<file path="src/rtl/d2h_rx_pkg.sv">
package d2h_rx_pkg;
    localparam int DW      = 32;
    localparam int MAX_DW  = 5;
    localparam int CNT_W   = $clog2(MAX_DW + 2);
    localparam int LEN_REG = 5;
    localparam int LEN_SDB = 2;
    localparam int IRQ_BIT = 14;
    localparam int BSY_BIT = 7;
    localparam int DRQ_BIT = 3;

    localparam logic [7:0] TYPE_REG = 8'h34;
    localparam logic [7:0] TYPE_SDB = 8'hA1;
    localparam logic [7:0] STATUS_RST = 8'h80;

    typedef logic [DW-1:0] dword_t;

    typedef enum logic [1:0] {K_NONE, K_REG, K_SDB, K_BAD} kind_e;

    typedef struct packed {
        logic [7:0]  status;
        logic [7:0]  error;
        logic [47:0] lba;
        logic [7:0]  device;
        logic [15:0] count;
    } shadow_t;

    // keep busy and data-request, take the six device-owned bits
    function automatic logic [7:0] merge_bits(input logic [7:0] cur, input logic [7:0] fld);
        return {cur[BSY_BIT], fld[6:4], cur[DRQ_BIT], fld[2:0]};
    endfunction

    function automatic logic is_idle(input logic [7:0] st);
        return !st[BSY_BIT] && !st[DRQ_BIT];
    endfunction
endpackage

</file>
<file path="src/rtl/d2h_collect.sv">
module d2h_collect
    import d2h_rx_pkg::*;
(
    input  logic             clk,
    input  logic             rst,
    input  logic             rx_valid,
    input  logic             rx_sof,
    input  logic             rx_eof,
    input  dword_t           rx_data,
    output logic             done,
    output logic [CNT_W-1:0] cnt,
    output dword_t           words [MAX_DW]
);
    localparam logic [CNT_W-1:0] CNT_SAT = CNT_W'(MAX_DW + 1);

    logic in_frame;

    always_ff @(posedge clk) begin
        if (rst) begin
            in_frame <= 1'b0;
            done     <= 1'b0;
            cnt      <= '0;
            for (int i = 0; i < MAX_DW; i++) words[i] <= '0;
        end else begin
            done <= 1'b0;
            if (rx_valid) begin
                if (rx_sof) begin
                    words[0] <= rx_data;
                    cnt      <= CNT_W'(1);
                    in_frame <= !rx_eof;
                    done     <= rx_eof;
                end else if (in_frame) begin
                    for (int i = 1; i < MAX_DW; i++)
                        if (cnt == CNT_W'(i)) words[i] <= rx_data;
                    if (cnt != CNT_SAT) cnt <= cnt + 1'b1;
                    if (rx_eof) begin
                        in_frame <= 1'b0;
                        done     <= 1'b1;
                    end
                end
            end
        end
    end
endmodule

</file>
<file path="src/rtl/d2h_classify.sv">
module d2h_classify
    import d2h_rx_pkg::*;
(
    input  logic             done,
    input  logic [CNT_W-1:0] cnt,
    input  dword_t           head,
    output kind_e            kind
);
    logic [7:0] ftype;
    assign ftype = head[7:0];

    always_comb begin
        if (!done)
            kind = K_NONE;
        else if (ftype == TYPE_REG && cnt == CNT_W'(LEN_REG))
            kind = K_REG;
        else if (ftype == TYPE_SDB && cnt == CNT_W'(LEN_SDB))
            kind = K_SDB;
        else
            kind = K_BAD;
    end
endmodule

</file>
<file path="src/rtl/d2h_shadow.sv">
module d2h_shadow
    import d2h_rx_pkg::*;
(
    input  logic    clk,
    input  logic    rst,
    input  kind_e   kind,
    input  dword_t  words [MAX_DW],
    input  logic    cmd_start,
    input  logic    sts_rd,
    output shadow_t sh,
    output logic    irq
);
    shadow_t nxt;
    logic    irq_set;

    always_comb begin
        nxt     = sh;
        irq_set = 1'b0;
        case (kind)
            K_REG: if (!is_idle(sh.status)) begin
                nxt.status = words[0][23:16];
                nxt.error  = words[0][31:24];
                nxt.lba    = {words[2][23:0], words[1][23:0]};
                nxt.device = words[1][31:24];
                nxt.count  = words[3][15:0];
                irq_set    = words[0][IRQ_BIT];
            end
            K_SDB: begin
                nxt.error  = words[0][31:24];
                nxt.status = merge_bits(sh.status, words[0][23:16]);
                irq_set    = words[0][IRQ_BIT] && is_idle(sh.status);
            end
            default: ;
        endcase
        if (cmd_start) nxt.status[BSY_BIT] = 1'b1;
    end

    always_ff @(posedge clk) begin
        if (rst) begin
            sh        <= '0;
            sh.status <= STATUS_RST;
            irq       <= 1'b0;
        end else begin
            sh <= nxt;
            if (irq_set)     irq <= 1'b1;
            else if (sts_rd) irq <= 1'b0;
        end
    end
endmodule

</file>
<file path="src/rtl/d2h_status_rx.sv">
module d2h_status_rx
    import d2h_rx_pkg::*;
(
    input  logic        clk,
    input  logic        rst,
    input  logic        rx_valid,
    input  logic        rx_sof,
    input  logic        rx_eof,
    input  logic [31:0] rx_data,
    input  logic        cmd_start,
    input  logic        sts_rd,
    output logic [7:0]  status,
    output logic [7:0]  error,
    output logic [47:0] lba,
    output logic [7:0]  device,
    output logic [15:0] count,
    output logic        irq_pend,
    output logic        bad_frame
);
    logic             frm_done;
    logic [CNT_W-1:0] frm_cnt;
    dword_t           frm_words [MAX_DW];
    kind_e            frm_kind;
    shadow_t          sh;

    d2h_collect u_collect (
        .clk(clk), .rst(rst), .rx_valid(rx_valid), .rx_sof(rx_sof),
        .rx_eof(rx_eof), .rx_data(rx_data), .done(frm_done),
        .cnt(frm_cnt), .words(frm_words)
    );

    d2h_classify u_classify (
        .done(frm_done), .cnt(frm_cnt), .head(frm_words[0]), .kind(frm_kind)
    );

    d2h_shadow u_shadow (
        .clk(clk), .rst(rst), .kind(frm_kind), .words(frm_words),
        .cmd_start(cmd_start), .sts_rd(sts_rd), .sh(sh), .irq(irq_pend)
    );

    assign status    = sh.status;
    assign error     = sh.error;
    assign lba       = sh.lba;
    assign device    = sh.device;
    assign count     = sh.count;
    assign bad_frame = (frm_kind == K_BAD);
endmodule

</file>
<file path="config.mk">
export PLATFORM = sky130hd
export DESIGN_NAME = d2h_status_rx
export DESIGN_NICKNAME = d
export VERILOG_FILES = /design/src/rtl/d2h_rx_pkg.sv /design/src/rtl/d2h_collect.sv /design/src/rtl/d2h_classify.sv /design/src/rtl/d2h_shadow.sv /design/src/rtl/d2h_status_rx.sv
export SDC_FILE = /design/constraint.sdc
export NUM_CORES = 1
export LEC_CHECK = 0
export CAP_MARGIN = 10
export CELL_PAD_IN_SITES_DETAIL_PLACEMENT = 0
export CELL_PAD_IN_SITES_GLOBAL_PLACEMENT = 1
export CORE_ASPECT_RATIO = 1.75
export CORE_MARGIN = 5
export CORE_UTILIZATION = 30
export CTS_CLUSTER_DIAMETER = 120
export CTS_CLUSTER_SIZE = 40
export DETAILED_ROUTE_END_ITERATION = 16
export DONT_BUFFER_PORTS = 1
export PLACE_DENSITY = 0.55
export SYNTH_ARGS = -nofsm -noshare
export SYNTH_HDL_FRONTEND = slang
export SYNTH_HIERARCHICAL = 1
export SYNTH_SLANG_ARGS = --single-unit
</file>
<file path="constraint.sdc">
create_clock -name clk -period 5.7 [get_ports clk]
set_input_delay 0.57 -clock clk [delete_from_list [all_inputs] [get_ports clk]]
set_output_delay 0.57 -clock clk [all_outputs]
set_load 0.1 [all_outputs]
</file>
# Word level (Yosys, flattened, before mapping)
# Cells that the tools add are included.
dict set report op_classes {
  add_sub_neg 1
  n_eq_ne 11
  mux 18
  n_bitwise 4
  n_reduce_logical 21
}
# operator n
set ops {}
lappend ops {{88-bit 2-to-1 mux} 1}
lappend ops {{16-bit one-hot mux with 2 select lines} 1}
lappend ops {{4-bit AND reduction} 3}
lappend ops {{1-bit 2-to-1 mux} 10}
lappend ops {{3-bit 2-to-1 mux} 3}
lappend ops {{8-bit by 6-bit equality test with 1-bit output, second input constant} 1}
lappend ops {{8-bit equality test, second input constant} 1}
lappend ops {{2-bit nonzero test} 4}
lappend ops {{3-bit by 2-bit equality test with 1-bit output, second input constant} 2}
lappend ops {{2-bit AND reduction} 3}
lappend ops {{3-bit AND reduction} 2}
lappend ops {{2-bit equality test, second input constant} 2}
lappend ops {{1-bit logical AND} 4}
lappend ops {{2-bit 2-to-1 mux} 2}
lappend ops {{1-bit inverter} 4}
lappend ops {{2-bit OR reduction} 2}
lappend ops {{3-bit by 1-bit adder with 3-bit output, second input constant} 1}
lappend ops {{3-bit by 1-bit equality test with 1-bit output, second input constant} 1}
lappend ops {{3-bit equality test, second input constant} 1}
lappend ops {{1-bit logical NOT} 3}
lappend ops {{3-bit != test, second input constant} 1}
lappend ops {{2-bit by 1-bit equality test with 1-bit output, second input constant} 1}
lappend ops {{2-bit != test, second input constant} 1}
lappend ops {{1-bit one-hot mux with 2 select lines} 1}
dict set report word_totals {
  regBits 198
  input_bits 39
  output_inout_bits 90
  wordCells 70
}

# Longest topological paths before layout
# Gate-level depths: netlist of run 1.
dict set report logic_depth {
  depth_word 8
  ltp_mapped 9
  mapped_depth_nobuf 7
}

# Hierarchy
# The synthesis of run 1 kept the hierarchy.
# module instances cells_per_inst area_per_inst_um2 seq_area_each_um2
set modules_own_cells {}
lappend modules_own_cells {d2h_collect 1 670 6019.5 3303.2}
lappend modules_own_cells {d2h_shadow 1 395 3263.1 1781.7}
lappend modules_own_cells {d2h_classify 1 8 81.3 0.0}
lappend modules_own_cells {d2h_status_rx 1 1 6.3 0.0}

# Worst setup path before layout of run 1
# Ideal clock, no wire load.
dict set report synth_timing {
  path_kind {reg2out}
  startpoint {register u_collect.cnt[2]}
  endpoint {output port bad_frame}
  arrival_time_ps 1683
  slack_ps 3447
  stages_incl_launch_ff 4
  n_path_buf 0
  cell_sequence {dfxtp_1 and4bb_2 a31oi_1 and2_1}
}
dict set report synth_via {
  elab_chain_cells 6
}
# item line
set synth_rtl {}
lappend synth_rtl {{start: declaration} d2h_collect.sv:11} ;# output logic [CNT_W-1:0] cnt,
lappend synth_rtl {{start signal: assignment} d2h_collect.sv:35} ;# if (cnt != CNT_SAT) cnt <= cnt + 1'b1;
lappend synth_rtl {{3-bit by 2-bit equality test with 1-bit output} d2h_classify.sv:17} ;# else if (ftype == TYPE_SDB && cnt == CNT_W'(LEN_SDB))
lappend synth_rtl {{1-bit logical AND} d2h_classify.sv:17}
lappend synth_rtl {{1-bit 2-to-1 mux} d2h_classify.sv:17}
lappend synth_rtl {{2-bit 2-to-1 mux (*)} d2h_classify.sv:15} ;# else if (ftype == TYPE_REG && cnt == CNT_W'(LEN_REG))
lappend synth_rtl {{2-bit 2-to-1 mux (*)} d2h_classify.sv:13} ;# if (!done)
lappend synth_rtl {{net frm_kind[0]} d2h_status_rx.sv:23} ;# kind_e frm_kind;
lappend synth_rtl {{2-bit equality test (*)} d2h_status_rx.sv:46} ;# assign bad_frame = (frm_kind == K_BAD);
lappend synth_rtl {{end: declaration} d2h_status_rx.sv:18} ;# output logic bad_frame
# The timed path passes the listed nets; every way through them passes the cells marked *.

# Worst setup path after layout of run 1
dict set report layout_timing {
  startpoint {register u_collect.cnt[2]}
  endpoint {register u_shadow/sh[13] (netlist name)}
}
dict set report layout_via {
  elab_chain_cells 7
}
# item line
set layout_rtl {}
lappend layout_rtl {{3-bit by 2-bit equality test with 1-bit output} d2h_classify.sv:17}
lappend layout_rtl {{1-bit logical AND} d2h_classify.sv:17}
lappend layout_rtl {{1-bit 2-to-1 mux} d2h_classify.sv:17}
lappend layout_rtl {{2-bit 2-to-1 mux (*)} d2h_classify.sv:15}
lappend layout_rtl {{2-bit 2-to-1 mux (*)} d2h_classify.sv:13}
lappend layout_rtl {{net frm_kind[0]} d2h_status_rx.sv:23}
lappend layout_rtl {{2-bit by 1-bit equality test with 1-bit output (*)} d2h_shadow.sv:19} ;# case (kind)
lappend layout_rtl {{2-bit AND reduction (no line) (*)} n/a}
# Marks and branches as above.
# A chain may end at the register's enable or synchronous reset.

==> impl_metrics.env, run 1 <==
export IMPL_min_period_ps=2879
export IMPL_fin_area_um2=7970
export IMPL_finalMaxSlewViolations=0
export IMPL_worstSetupPathType="reg2reg"
export IMPL_final_common_cell="nand2_1"
export IMPL_clockRootBuffer="clkbuf_16"
export IMPL_finalClockSkew_ps=6.353
export IMPL_numCtsBuffers=17
export IMPL_clkLatencyLatePin_ps=440
export IMPL_gr_total_overflow=0
export IMPL_post_dp_cell_area_um2=7371
export IMPL_cp_start_kind="flop"
export IMPL_die_h_um=215.4
export IMPL_cp_slowest_cell="o21a_2"
export IMPL_critPathTopFamily="compound AO/OA/AOI/OAI gates"
export IMPL_die_area_um2=27450
export IMPL_fin_util_pct=33.31
export IMPL_multi_input_area_um2=3082
export IMPL_cts_max_level=4
export IMPL_grt_pass1_wl_um=30830
export IMPL_grt_pass1_vias=5104
export IMPL_firstDrtPassIters=4
export IMPL_hold_violations=0
export IMPL_synth_warnings=6
export IMPL_layout_setup_ws_ps=2821
export IMPL_cts_num_sinks=191
export IMPL_worst_ep_required_time_ps=6070
export IMPL_port_buffer_count=0
export IMPL_cts_setup_buffers=0
export IMPL_dp_cells=1093
export IMPL_synth_fp_nets=891
export IMPL_core_um2=23930
export IMPL_fp_row_count=75
export IMPL_final_cell_mix="nand2_1, dfxtp_1, a21oi_1"
export IMPL_path_cells="and4bb_2, a31oi_1, ha_1, o21a_2, buf_4, nand2_1, a21oi_1"
export IMPL_static_leakage_power_uw=0.002819
export IMPL_cp_end_kind="flop"
export IMPL_routed_via_density=4.677
export IMPL_ir_worst_vdd_mv=0.1869
export IMPL_max_freq_ghz=0.3474
export IMPL_drt_iter0_markers=279
export IMPL_gp_congestion=0.7153
export IMPL_hold_buffers=0
export IMPL_die_w_um=127.4
export IMPL_track_usage_pct=14.91
export IMPL_path_max_fanout=39
export IMPL_fin_setup_tns_ps=0
export IMPL_vias=5252
export IMPL_nets=851
export IMPL_dp_hpwl_um=13160
export IMPL_drv_cap=0
export IMPL_arrival_ps=3250
export IMPL_area_delta_synth_final_pct=10.15
export IMPL_outcome="finished clean"
export IMPL_synth_area_per_cell_um2=8.573
export IMPL_fill_cells=2597
export IMPL_power_density_nw_per_um2=336.0
export IMPL_rsz0062_at_grt="false"
export IMPL_ios=129
export IMPL_min_path_type="in2reg"
export IMPL_finalWirelength_um=20330
export IMPL_slew_headroom_pct=27.19
export IMPL_antenna_cells=0
export IMPL_timing_final_crit_share_pct=50.51
export IMPL_pre_cts_ws_ps=2812
export IMPL_setup_violations=0
export IMPL_tightest_slew_ps=1090
export IMPL_drive_gt1_share_pct=5.521
export IMPL_drcViolationCount=0
export IMPL_grt_antenna_before_repair=0
export IMPL_ant_nets=0
export IMPL_cts_buffer_depth=2
export IMPL_post_layout_nonfiller_instances=1123
export IMPL_grt_max_degree=152
export IMPL_clk_pin_slew_worst_paths_ps=70
export IMPL_start_util_pct=30.24
export IMPL_path_buf_inv=1
export IMPL_wl_per_cell_um=18.11
export IMPL_cpPeakStageDelay_ps=690
export IMPL_tritoncts="yes"
export IMPL_synthCells=844
export IMPL_syn_area_um2=7236
export IMPL_cts_repair_resized=0
export IMPL_seqCellArea_um2=3824
report_power, final:
part	internal [µW]	total, µW	switching (µW)
sequential	1350	1360	17.9
clock	733	1230	500
combinational	25.0	81.2	56.2
total	2100	2680	574
final timing paths:
kind	from	to	slack (ps)	cells after the start
worst max-delay path	u_collect/cnt[2]	u_shadow/sh[13]	2820	7
worst min register to register	u_collect/words[84]	u_shadow/sh[68]	450	2
worst max register to register	u_collect/cnt[2]	u_shadow/sh[13]	2820	7
worst min-delay path	rst	u_shadow/sh[19]	190	1
per-stage QoR:
stage	total power, µW	hold WS (ps)
floorplan	1471	431.8
global placement	1477	434.3
detailed placement	1478	439.8
CTS	2727	169.7
global route	2789	157.8
finish	2678	190.3
registers in the layout, summed over array words and instances, names as in the netlist:
register,count
u_collect/in_frame,1
u_shadow/irq,1
u_collect/done,1
u_shadow/sh,88
u_collect/words,97
u_collect/cnt,3
layer usage:
layer	share of wire, %	vias to the layer above	track usage [%]
li1	-	2650	-
met5	0	-	0
met2	50	124	25.47
met1	41	2460	16.79
met3	7.0	18	5.591
met4	1.8	0	5.476
final cells by class:
| class | instances | share of cell area [%] |
|---|---|---|
| tap | 308 | 4.835 |
| clock buffer | 25 | 6.217 |
| clock inverter | 5 | 1.303 |
| timing repair buffer | 6 | 0.5651 |
| multi-input combinational | 579 | 38.67 |
| inverter | 9 | 0.4396 |
| sequential | 191 | 47.97 |
(Power assumes the default switching activity.)
==> run 2: changes to the inputs <==
--- a/config.mk
+++ b/config.mk
@@ -5,6 +5,7 @@
 export SDC_FILE = /design/constraint.sdc
 export NUM_CORES = 1
 export LEC_CHECK = 0
+export ABC_AREA = 1
 export CAP_MARGIN = 10
 export CELL_PAD_IN_SITES_DETAIL_PLACEMENT = 0
 export CELL_PAD_IN_SITES_GLOBAL_PLACEMENT = 1
@@ -15,7 +16,7 @@
 export CTS_CLUSTER_SIZE = 40
 export DETAILED_ROUTE_END_ITERATION = 16
 export DONT_BUFFER_PORTS = 1
-export PLACE_DENSITY = 0.55
+export PLACE_DENSITY = 0.58
 export SYNTH_ARGS = -nofsm -noshare
 export SYNTH_HDL_FRONTEND = slang
 export SYNTH_HIERARCHICAL = 1
==> constraint.sdc (replaced) <==
create_clock -name clk -period 2.5 [get_ports clk]
set_input_delay 0.25 -clock clk [delete_from_list [all_inputs] [get_ports clk]]
set_output_delay 0.25 -clock clk [all_outputs]
set_load 0.1 [all_outputs]
==> run 2 against run 1 <==
Against the previous run: setup slack lost 2500 ps; register-to-register slack got worse by 2500 ps; area after synthesis rose by 3.1%.
==> impl_metrics.env, run 2 <==
export IMPL_setup_violations=0
export IMPL_dp_hpwl_um=15470
export IMPL_cp_slowest_cell="dlygate4sd3_1"
export IMPL_cts_num_sinks=191
export IMPL_die_w_um=129.2
export IMPL_ios=129
export IMPL_antenna_cells=0
export IMPL_gr_total_overflow=0
export IMPL_synth_fp_nets=1052
export IMPL_die_h_um=218.6
export IMPL_regMostFlops="u_collect/words"
export IMPL_cp_end_kind="flop"
export IMPL_area_delta_synth_final_pct=18.63
export IMPL_gp_congestion=0.7621
export IMPL_synth_area_per_cell_um2=7.423
export IMPL_grt_pass1_vias=5984
export IMPL_setup_worst_path_end="u_shadow/irq"
export IMPL_core_um2=24630
export IMPL_multi_input_area_um2=2899
export IMPL_seqCellArea_um2=3824
export IMPL_outcome="finished clean"
export IMPL_finalWirelength_um=22510
export IMPL_clkLatencyLatePin_ps=440
export IMPL_finalMaxSlewViolations=0
export IMPL_nets=1098
export IMPL_cts_max_level=4
export IMPL_syn_area_um2=7460
export IMPL_drive_gt1_share_pct=10.71
export IMPL_cp_start_kind="flop"
export IMPL_dp_cells=1316
export IMPL_die_area_um2=28240
export IMPL_ir_worst_vdd_mv=0.3908
export IMPL_timing_final_crit_share_pct=88.16
export IMPL_slew_headroom_pct=28.27
export IMPL_tightest_slew_ps=1074
export IMPL_routed_via_density=4.474
export IMPL_port_buffer_count=0
export IMPL_synth_warnings=6
export IMPL_path_cells="nor2_1, nand2_1, nor2_1, a21boi_2, inv_1, ha_1, inv_1, nand2_1, nand3_1, a21oi_1, dlygate4sd3_1"
export IMPL_min_path_type="in2reg"
export IMPL_start_util_pct=30.29
export IMPL_drcViolationCount=0
export IMPL_worstRegToRegCells=11
export IMPL_worstSetupPathType="reg2reg"
export IMPL_cts_buffer_depth=2
export IMPL_r2r_slack_ps=300
export IMPL_tritoncts="yes"
export IMPL_total_power_uw=6956
export IMPL_clockRootBuffer="clkbuf_16"
export IMPL_drv_cap=0
export IMPL_whs_path_depth=2
export IMPL_numCtsBuffers=17
export IMPL_vias=6156
export IMPL_largest_reg_flops=97
export IMPL_fin_util_pct=35.93
export IMPL_synthCells=1005
export IMPL_track_usage_pct=16.47
export IMPL_finalClockSkew_ps=9.478
export IMPL_grt_max_degree=73
export IMPL_cpPeakStageDelay_ps=560
export IMPL_crit_start="u_collect/cnt[0]"
export IMPL_arrival_ps=2540
export IMPL_rsz0062_at_grt="false"
export IMPL_static_leakage_power_uw=0.003820
export IMPL_fill_cells=2644
export IMPL_r2r_start="u_collect/cnt[0]"
export IMPL_drt_iter0_markers=362
export IMPL_worst_ep_required_time_ps=2830
export IMPL_final_cell_mix="nor2_1, dfxtp_1, nand2_1"
export IMPL_clk_pin_slew_worst_paths_ps=70
export IMPL_r2r_end="u_shadow/irq"
export IMPL_fp_row_count=76
export IMPL_grt_antenna_before_repair=0
export IMPL_ant_nets=0
export IMPL_final_common_cell="nor2_1"
export IMPL_fin_setup_tns_ps=0
export IMPL_min_period_ps=2204
export IMPL_path_max_fanout=7
export IMPL_post_layout_nonfiller_instances=1376
export IMPL_wl_per_cell_um=16.36
export IMPL_largest_registers="u_collect/words x97, u_shadow/sh x88, u_collect/cnt x3"
export IMPL_firstDrtPassIters=4
export IMPL_max_freq_ghz=0.4537
export IMPL_grt_pass1_wl_um=35090
export IMPL_power_density_nw_per_um2=786.0
export IMPL_hold_violations=0
-- run 2: report_power, final --
group | leakage (µW) | internal (µW) | switching (µW)
clock network | 0.000283 | 1610 | 1230
registers | 0.00155 | 3140 | 210
logic | 0.00199 | 194 | 579
total | 0.00382 | 4940 | 2020
-- run 2: worst max-delay path, delay by kind of cell, from the launching register on --
| family | cells | cell delay, ps |
|---|---|---|
| fa+ha+maj | 1 | 220 |
| compound gates | 2 | 280 |
| buf+inv | 3 | 740 |
| simple gates | 5 | 380 |
| flops | 1 | 450 |
-- run 2: how the worst min path moves through the flow --
stage                      startpoint                    to  slack (ps)
after floorplan                   rst      u_collect/cnt[1]         320
final                     rx_data[31]  u_collect/words[159]          20
after global placement            rst          u_shadow/irq         320
after detailed placement          rst          u_shadow/irq         320
after CTS                 rx_data[31]  u_collect/words[159]           8
after global routing      rx_data[31]  u_collect/words[159]          20
-- run 2: repair_timing --
action	4_1_cts	5_1_grt
resized for setup	0	1
setup endpoints to repair	0	1
endpoints found under the hold margin	29	0
buffers inserted	0	0
hold buffers	28	0
-- run 2: layout make-up --
class                   instances  share of cell area, %
multi-input cells             672                  32.76
clock buffers                  20                  5.047
well taps                     312                  4.411
clock inverters                12                  1.810
repair buffers                 92                  9.444
inverters                      77                  3.322
flip-flops and latches        191                  43.21
-- run 2: per-stage QoR --
stage / hold WS [ps] / setup WS [ps] / area [µm²]
floorplan: 319.1 / 681.6 / 7460
global placement: 321.7 / 459.9 / 7959
detailed placement: 322.4 / 426.5 / 7959
CTS: 7.657 / 191.7 / 8846
global route: 20.50 / 69.11 / 8850
finish: 22.76 / 296.0 / 8850
-- run 2: metal layers --
metal  vias to the layer above  GRT usage, %  share of wire (%)
met3                        30         3.986                4.4
li1                       3191             -                  -
met2                       118         29.31                 53
met5                         -             0                  0
met1                      2817         18.55                 40
met4                         0         6.692                2.8
